**config.mk**
```make
export PLATFORM = sky130hd
export DESIGN_NAME = frame_addr_seq
export DESIGN_NICKNAME = d
export VERILOG_FILES = /design/src/rtl/far_pkg.sv /design/src/rtl/far_word_cnt.sv /design/src/rtl/far_step.sv /design/src/rtl/frame_addr_seq.sv
export SDC_FILE = /design/constraint.sdc
export NUM_CORES = 1
export LEC_CHECK = 0
export ABC_AREA = 1
export BUFFER_PORTS_ARGS = -buffer_cell sky130_fd_sc_hd__buf_4
export CORE_ASPECT_RATIO = 0.9
export CORE_UTILIZATION = 45
export CTS_CLUSTER_DIAMETER = 120
export DETAILED_ROUTE_END_ITERATION = 12
export GPL_ROUTABILITY_DRIVEN = 0
export GPL_TIMING_DRIVEN = 0
export PLACE_DENSITY = 0.74
export SLEW_MARGIN = 0
export SYNTH_ARGS = -nofsm -noshare
export SYNTH_HDL_FRONTEND = slang
export SYNTH_SLANG_ARGS = --single-unit
```
**constraint.sdc**
```tcl
create_clock -name clk -period 2.3 [get_ports clk]
set_input_delay 0.345 -clock clk [delete_from_list [all_inputs] [get_ports clk]]
set_output_delay 0.345 -clock clk [all_outputs]
set_load 0.05 [all_outputs]
```
**src/rtl/far_pkg.sv**
```systemverilog
package far_pkg;
    localparam int MINOR_W = 7;
    localparam int COL_W   = 10;
    localparam int ROW_W   = 5;
    localparam int BUS_W   = 3;
    localparam int RSV_W   = 6;
    localparam int IDX_W   = BUS_W + COL_W;

    typedef struct packed {
        logic [RSV_W-1:0]   rsv;
        logic [BUS_W-1:0]   bus;
        logic               half;
        logic [ROW_W-1:0]   row;
        logic [COL_W-1:0]   col;
        logic [MINOR_W-1:0] minor;
    } far_t;

    typedef enum logic [1:0] {
        S_IDLE = 2'd0,
        S_DATA = 2'd1,
        S_PAD  = 2'd2
    } seq_state_e;
endpackage

```
**src/rtl/far_word_cnt.sv**
```systemverilog
module far_word_cnt #(
    parameter int WPF = 101
) (
    input  logic clk,
    input  logic rst_n,
    input  logic clr,
    input  logic inc,
    output logic at_last
);
    localparam int CW = (WPF > 1) ? $clog2(WPF) : 1;

    logic [CW-1:0] cnt_q;

    assign at_last = (cnt_q == CW'(WPF - 1));

    always_ff @(posedge clk) begin
        if (!rst_n) begin
            cnt_q <= '0;
        end else if (clr) begin
            cnt_q <= '0;
        end else if (inc) begin
            cnt_q <= at_last ? '0 : cnt_q + 1'b1;
        end
    end


    cnt_range_chk: assert property (@(posedge clk) disable iff (!rst_n)
        cnt_q <= CW'(WPF - 1));
endmodule

```
**src/rtl/far_step.sv**
```systemverilog
module far_step
    import far_pkg::*;
#(
    parameter int COL_LAST = 9,
    parameter int ROW_LAST = 1
) (
    input  far_t               cur,
    input  logic [MINOR_W-1:0] frames,
    output far_t               nxt,
    output logic               row_end
);
    always_comb begin
        nxt     = cur;
        row_end = 1'b0;
        if ({1'b0, cur.minor} + 8'd1 >= {1'b0, frames}) begin
            nxt.minor = '0;
            if (cur.col >= COL_W'(COL_LAST)) begin
                nxt.col = '0;
                row_end = 1'b1;
                if (cur.row >= ROW_W'(ROW_LAST)) begin
                    nxt.row  = '0;
                    nxt.half = ~cur.half;
                end else begin
                    nxt.row = cur.row + 1'b1;
                end
            end else begin
                nxt.col = cur.col + 1'b1;
            end
        end else begin
            nxt.minor = cur.minor + 1'b1;
        end
    end
endmodule

```
**src/rtl/frame_addr_seq.sv**
```systemverilog
module frame_addr_seq
    import far_pkg::*;
#(
    parameter int WORDS_PER_FRAME = 101,
    parameter int PAD_FRAMES      = 2,
    parameter int COL_LAST        = 9,
    parameter int ROW_LAST        = 1
) (
    input  logic               clk,
    input  logic               rst_n,
    input  logic               far_wr,
    input  logic [31:0]        far_wdata,
    input  logic               data_vld,
    input  logic               data_last,
    input  logic               autoinc_off,
    output logic [IDX_W-1:0]   cnt_idx,
    input  logic [MINOR_W-1:0] cnt_frames,
    output logic               frame_done,
    output logic [31:0]        frame_addr,
    output logic               expect_pad,
    output logic               short_err
);
    localparam int PW = $clog2(PAD_FRAMES) + 1;

    seq_state_e    state_q, state_d;
    far_t          addr_q, nxt_addr;
    logic          row_end, at_last, accept, done, pad_last;
    logic [PW-1:0] pad_cnt_q;
    logic          past_ok;

    assign frame_addr = addr_q;
    assign cnt_idx    = {addr_q.bus, addr_q.col};
    assign accept     = data_vld && !far_wr && (state_q != S_IDLE);
    assign done       = accept && at_last;
    assign pad_last   = (pad_cnt_q == PW'(PAD_FRAMES - 1));

    far_word_cnt #(.WPF(WORDS_PER_FRAME)) u_words (
        .clk     (clk),
        .rst_n   (rst_n),
        .clr     (far_wr),
        .inc     (accept),
        .at_last (at_last)
    );

    far_step #(.COL_LAST(COL_LAST), .ROW_LAST(ROW_LAST)) u_step (
        .cur     (addr_q),
        .frames  (cnt_frames),
        .nxt     (nxt_addr),
        .row_end (row_end)
    );

    always_comb begin
        state_d = state_q;
        unique case (state_q)
            S_IDLE: if (far_wr) state_d = S_DATA;
            S_DATA: begin
                if (far_wr)                                 state_d = S_DATA;
                else if (done && !autoinc_off && row_end)   state_d = S_PAD;
            end
            S_PAD: begin
                if (far_wr)                 state_d = S_DATA;
                else if (done && pad_last)  state_d = S_DATA;
            end
            default: state_d = S_IDLE;
        endcase
    end

    always_ff @(posedge clk) begin
        if (!rst_n) state_q <= S_IDLE;
        else        state_q <= state_d;
    end

    always_ff @(posedge clk) begin
        if (!rst_n) begin
            addr_q <= '0;
        end else if (far_wr) begin
            addr_q <= far_t'(far_wdata);
        end else if (state_q == S_DATA && done && !autoinc_off) begin
            addr_q <= nxt_addr;
        end
    end

    always_ff @(posedge clk) begin
        if (!rst_n || far_wr || state_q != S_PAD) pad_cnt_q <= '0;
        else if (done)                            pad_cnt_q <= pad_cnt_q + 1'b1;
    end

    always_ff @(posedge clk) begin
        if (!rst_n) begin
            frame_done <= 1'b0;
            expect_pad <= 1'b0;
            short_err  <= 1'b0;
        end else begin
            frame_done <= done;
            expect_pad <= (state_d == S_PAD);
            if (far_wr)                              short_err <= 1'b0;
            else if (accept && data_last && !at_last) short_err <= 1'b1;
        end
    end

    always_ff @(posedge clk) begin
        if (!rst_n) past_ok <= 1'b0;
        else        past_ok <= 1'b1;
    end


    idle_quiet_chk: assert property (@(posedge clk) disable iff (!rst_n)
        (state_q == S_IDLE) |=> !frame_done);


    load_take_chk: assert property (@(posedge clk) disable iff (!rst_n)
        (past_ok && $past(far_wr)) |-> (frame_addr == $past(far_wdata)));


    done_pulse_chk: assert property (@(posedge clk) disable iff (!rst_n)
        frame_done |=> !frame_done);


    pad_rise_chk: assert property (@(posedge clk) disable iff (!rst_n)
        (past_ok && $rose(expect_pad)) |-> frame_done);


    pad_fall_chk: assert property (@(posedge clk) disable iff (!rst_n)
        (past_ok && $fell(expect_pad)) |-> (frame_done || $past(far_wr)));


    hold_addr_chk: assert property (@(posedge clk) disable iff (!rst_n)
        (past_ok && frame_done && $past(autoinc_off)) |-> $stable(frame_addr));


    err_cause_chk: assert property (@(posedge clk) disable iff (!rst_n)
        (past_ok && $rose(short_err)) |-> $past(data_vld && data_last));
endmodule

```
==> reports/qor_table.md <==
| Stage | Metric | This run |
|:---|:---|:---|
| final layout | Ant diodes | 0 |
| timing | Time the worst path needs with I/O delays and setup | 2.23 ns |
| cts | H-tree level count | 2 |
| synth | Synth Net Count | 438 |
| global route | GR Layer Usage met2 | 36.0% |
| cts | Maximum buffer depth of the clock tree | 2 |
| synth | Yosys warns | 0 |
| timing | Worst setup margin | 0.0750 ns |
| setup path | Signal arrival time at the worst endpoint | 2.45 ns |
| placement | Dpl hpwl | 4830 um |
| setup path | Critical path launch point type | flop |
| setup path | Setup crit end kind | flop |
| cts | Clock latency of the later-clocked register in the worst-skew pair | 0.30 ns |
| setup path | Chain of cells forming the critical path | ha_2 -> nand2_2 -> nor2_4 -> inv_1 -> nor2_1 -> nor2_1 -> ha_1 -> and3_1 -> nand2_2 -> nand3_4 -> nand2_4 -> buf_8 -> nand2_1 -> a21oi_1 |
| setup path | Cell at the slowest stage of the critical path | sky130_fd_sc_hd__dfxtp_4 |
| drt | Number of vias per cell after detailed routing | 4.84 |
| pwr | Peak supply drop | 0.000401 V |
| run status | Status | complete, no violations |
| placement | Placement-stage worst setup slack | -0.0301 ns |
| floorplanning | Number of rows created at floorplan | 25 |
| cts | Clock-pin transition on the worst setup and hold timing paths | 0.09 ns |
| drt | Post-DR wirelength/cell | 11.8 um |
| global route | Number of antenna violations at the first check in global routing | 0 |
| drt | Post-route DRC violation count | 0 |
| worst hold path | Worst hold path type | primary input to flop |
| synth | Instance count of the mapped netlist | 377 |
| cts | CTS root buf | sky130_fd_sc_hd__clkbuf_8 |
| timing | Final period utilization | 96.7% |
| global route | Global route hottest layer | met2 |
| setup path | Required time at the endpoint of the critical path | 2.52 ns |
| timing | Number of failing setup endpoints in the final timing report | 0 |
| drt | Vias post-DR | 2635 |
| floorplanning | Total die area | 6030 um^2 |
| synth | Count of different cell masters after synthesis | 31 |
| synth | Synth Flop Type | sky130_fd_sc_hd__dfxtp_1 |
| floorplanning | Initial cell density of the core | 47.9% |
| drt | Iteration-0 DRC count of the detailed router | 83 |
| timing | Final-report max-slew violation count | 0 |
| final layout | Most common cell after layout, fill and taps aside | sky130_fd_sc_hd__buf_4 |
| cts | Number of sinks handled by clock tree synthesis | 46 |
| cts | Clock buffer count from CTS | 5 |
| synth | Number of synthesized register bits | 46 |
| global route | Global routing usage on met1 | 28.1% |
| floorplanning | Horiz. Die Dim | 81.8 um |
| synth | Sequential fraction of the synthesis area | 35.7% |
| global route | Final global-route overflow total | 0 |
| setup path | Critical path class | flop to flop |
| drt | Final routed wirelength across all metal layers | 6430 um |
| run | Max-cap violation count | 0 |
| cts | TritonCTS clock tree | done |
| global route | Pin count of the biggest net entering global routing | 14 |
| global route | Number of global-route vias before repair | 2260 |
| pwr | Total leakage power | 1.79 nW |
| floorplanning | Ports | 93 |
| timing | Clock tree skew after final layout | 0.00696 ns |
| synth | Proportion of register bits with asynchronous set or reset after synthesis | 0% |
| final layout | Post-layout net count | 538 |
| setup path | Highest net fanout along the worst path | 10 |
| global route | Routing usage on met3 | 5.84% |
| timing | Fmax | 449 MHz |
| synth | Number of enable-type register cells in the synthesized netlist | 0 |
| floorplanning | Die height | 73.8 um |
| timing | Transition time at the pin with the least slew margin | 0.556 ns |
| drt | Pre-antenna DRT Iters | 4 |
| floorplanning | Floorplan Core Area | 5380 um^2 |
| timing | Slew margin rel. | 63.0% |
| global route | GRT Resource Usage Total | 21.7% |
| drt | Number of routed nets with antenna violations | 0 |
| pwr | Ratio of total power to cell area | 586 nW/um^2 |
| synth | Netlist area before placement | 2580 um^2 |
| final layout | Most used cells in the layout excluding fill and tap cells | sky130_fd_sc_hd__buf_4 (106), sky130_fd_sc_hd__nand2_1 (85), sky130_fd_sc_hd__nor2_1 (61) |
| final layout | Share of cells above drive strength 1 | 30.6% |
| timing | Number of failing hold endpoints at the final stage | 0 |
| placement | Port Buf Inserts | 91 |
| setup path | Delay of the slowest cell on the worst path | 0.38 ns |
| timing | Final worst hold slack | 0.263 ns |
| final layout | Layout-stage area growth over the synthesis result | 37.9% |
| global route | First-pass GRT wire length | 10100 um |
| synth | Post-Synthesis Mean Instance Area | 6.83 um^2 |
| cts | Quantity of hold-fixing buffers added after cts | 0 |
## routing by layer
metal  up-vias  wire [um]
met5         -          0
met3         5        452
li1       1369          -
met2        80       2980
met4         0         42
met1      1181       2950
## critical path: cells and delay by family, from the launching register on
family | cells | cell delay [ns]
flops | 1 | 0.38
simple gates | 9 | 0.95
buf+inv | 2 | 0.19
fa+ha+maj | 2 | 0.50
compound gates | 1 | 0.14
## registers in the layout, indices dropped and copies added (netlist names)
name,flops
frame_done,1
cnt_idx,13
expect_pad,1
pad_cnt_q,2
short_err,1
state_q,2
frame_addr,19
u_words.cnt_q,7
## repair_timing
| item | CTS | global route |
|---|---|---|
| pin swaps | 0 | 7 |
| cloned | 0 | 0 |
| setup endpoints to repair | 16 | 23 |
| resized for setup | 2 | 17 |
| buffers inserted | 0 | 2 |
## through the flow
step | std cells | total power [W] | utilization [%] | cell area [um^2] | setup TNS, ns
floorplan | 377 | 0.00127 | - | 2580 | 0
global placement | 535 | 0.00145 | 62.3 | 3350 | -0.00322
detailed placement | 535 | 0.00146 | 62.3 | 3350 | -0.133
CTS | 542 | 0.00208 | 64.5 | 3470 | -0.00562
global route | 544 | 0.00219 | 66.0 | 3550 | -0.147
finish | 544 | 0.00208 | 66.0 | 3550 | 0
## cells by family after synthesis
| family | Yosys count | share of synthesized area (%) |
|---|---|---|
| simple gates | 188 | 31.4 |
| flops | 46 | 35.7 |
| xor+xnor | 5 | 1.70 |
| buf+inv | 69 | 12.6 |
| compound gates | 53 | 10.8 |
| fa+ha+maj | 16 | 7.77 |
## synth_stat cells (all sizes together), types with 2 or more instances
cell type	instances	area share (%)
a211oi	2	0.58
ha	16	7.8
buf	17	5.1
nand4	2	1.1
nor3	4	0.78
nor3b	5	1.7
dfxtp	46	36
nand2	91	14
clkbuf	6	0.87
xor2	4	1.4
nor2	67	10
nand3	17	3.5
o22ai	2	0.49
inv	46	6.7
o21ai	24	4.7
a21oi	23	4.5
## path summary, 6_finish.rpt
kind / from / to / slack (ns) / cells past startpoint
setup / recovery: frame_addr[0] / cnt_idx[0] / 0.07 / 14
hold / removal: far_wdata[31] / frame_addr[31] / 0.26 / 3
setup reg to reg: frame_addr[0] / cnt_idx[0] / 0.07 / 14
hold reg to reg: short_err / short_err / 0.47 / 1
## where the power goes
group	internal [W]	total (W)	switching, W
Clock	0.000348	0.000620	0.000272
Combinational	0.000214	0.000582	0.000368
Sequential	0.000836	0.000878	0.0000421
Total	0.00140	0.00208	0.000682
## layout make-up
cell class                      instances  area [um^2]
Buffer                                 23          156
Clock inverter                          1         30.0
Timing Repair Buffer                   93          698
Sequential cell                        46          932
Fill cell                             487         1830
Inverter                               46          173
Multi-Input combinational cell        262         1400
Tap cell                               67         83.8
Clock buffer                            6         82.6
Note: power is estimated with default switching activity, not from simulation.
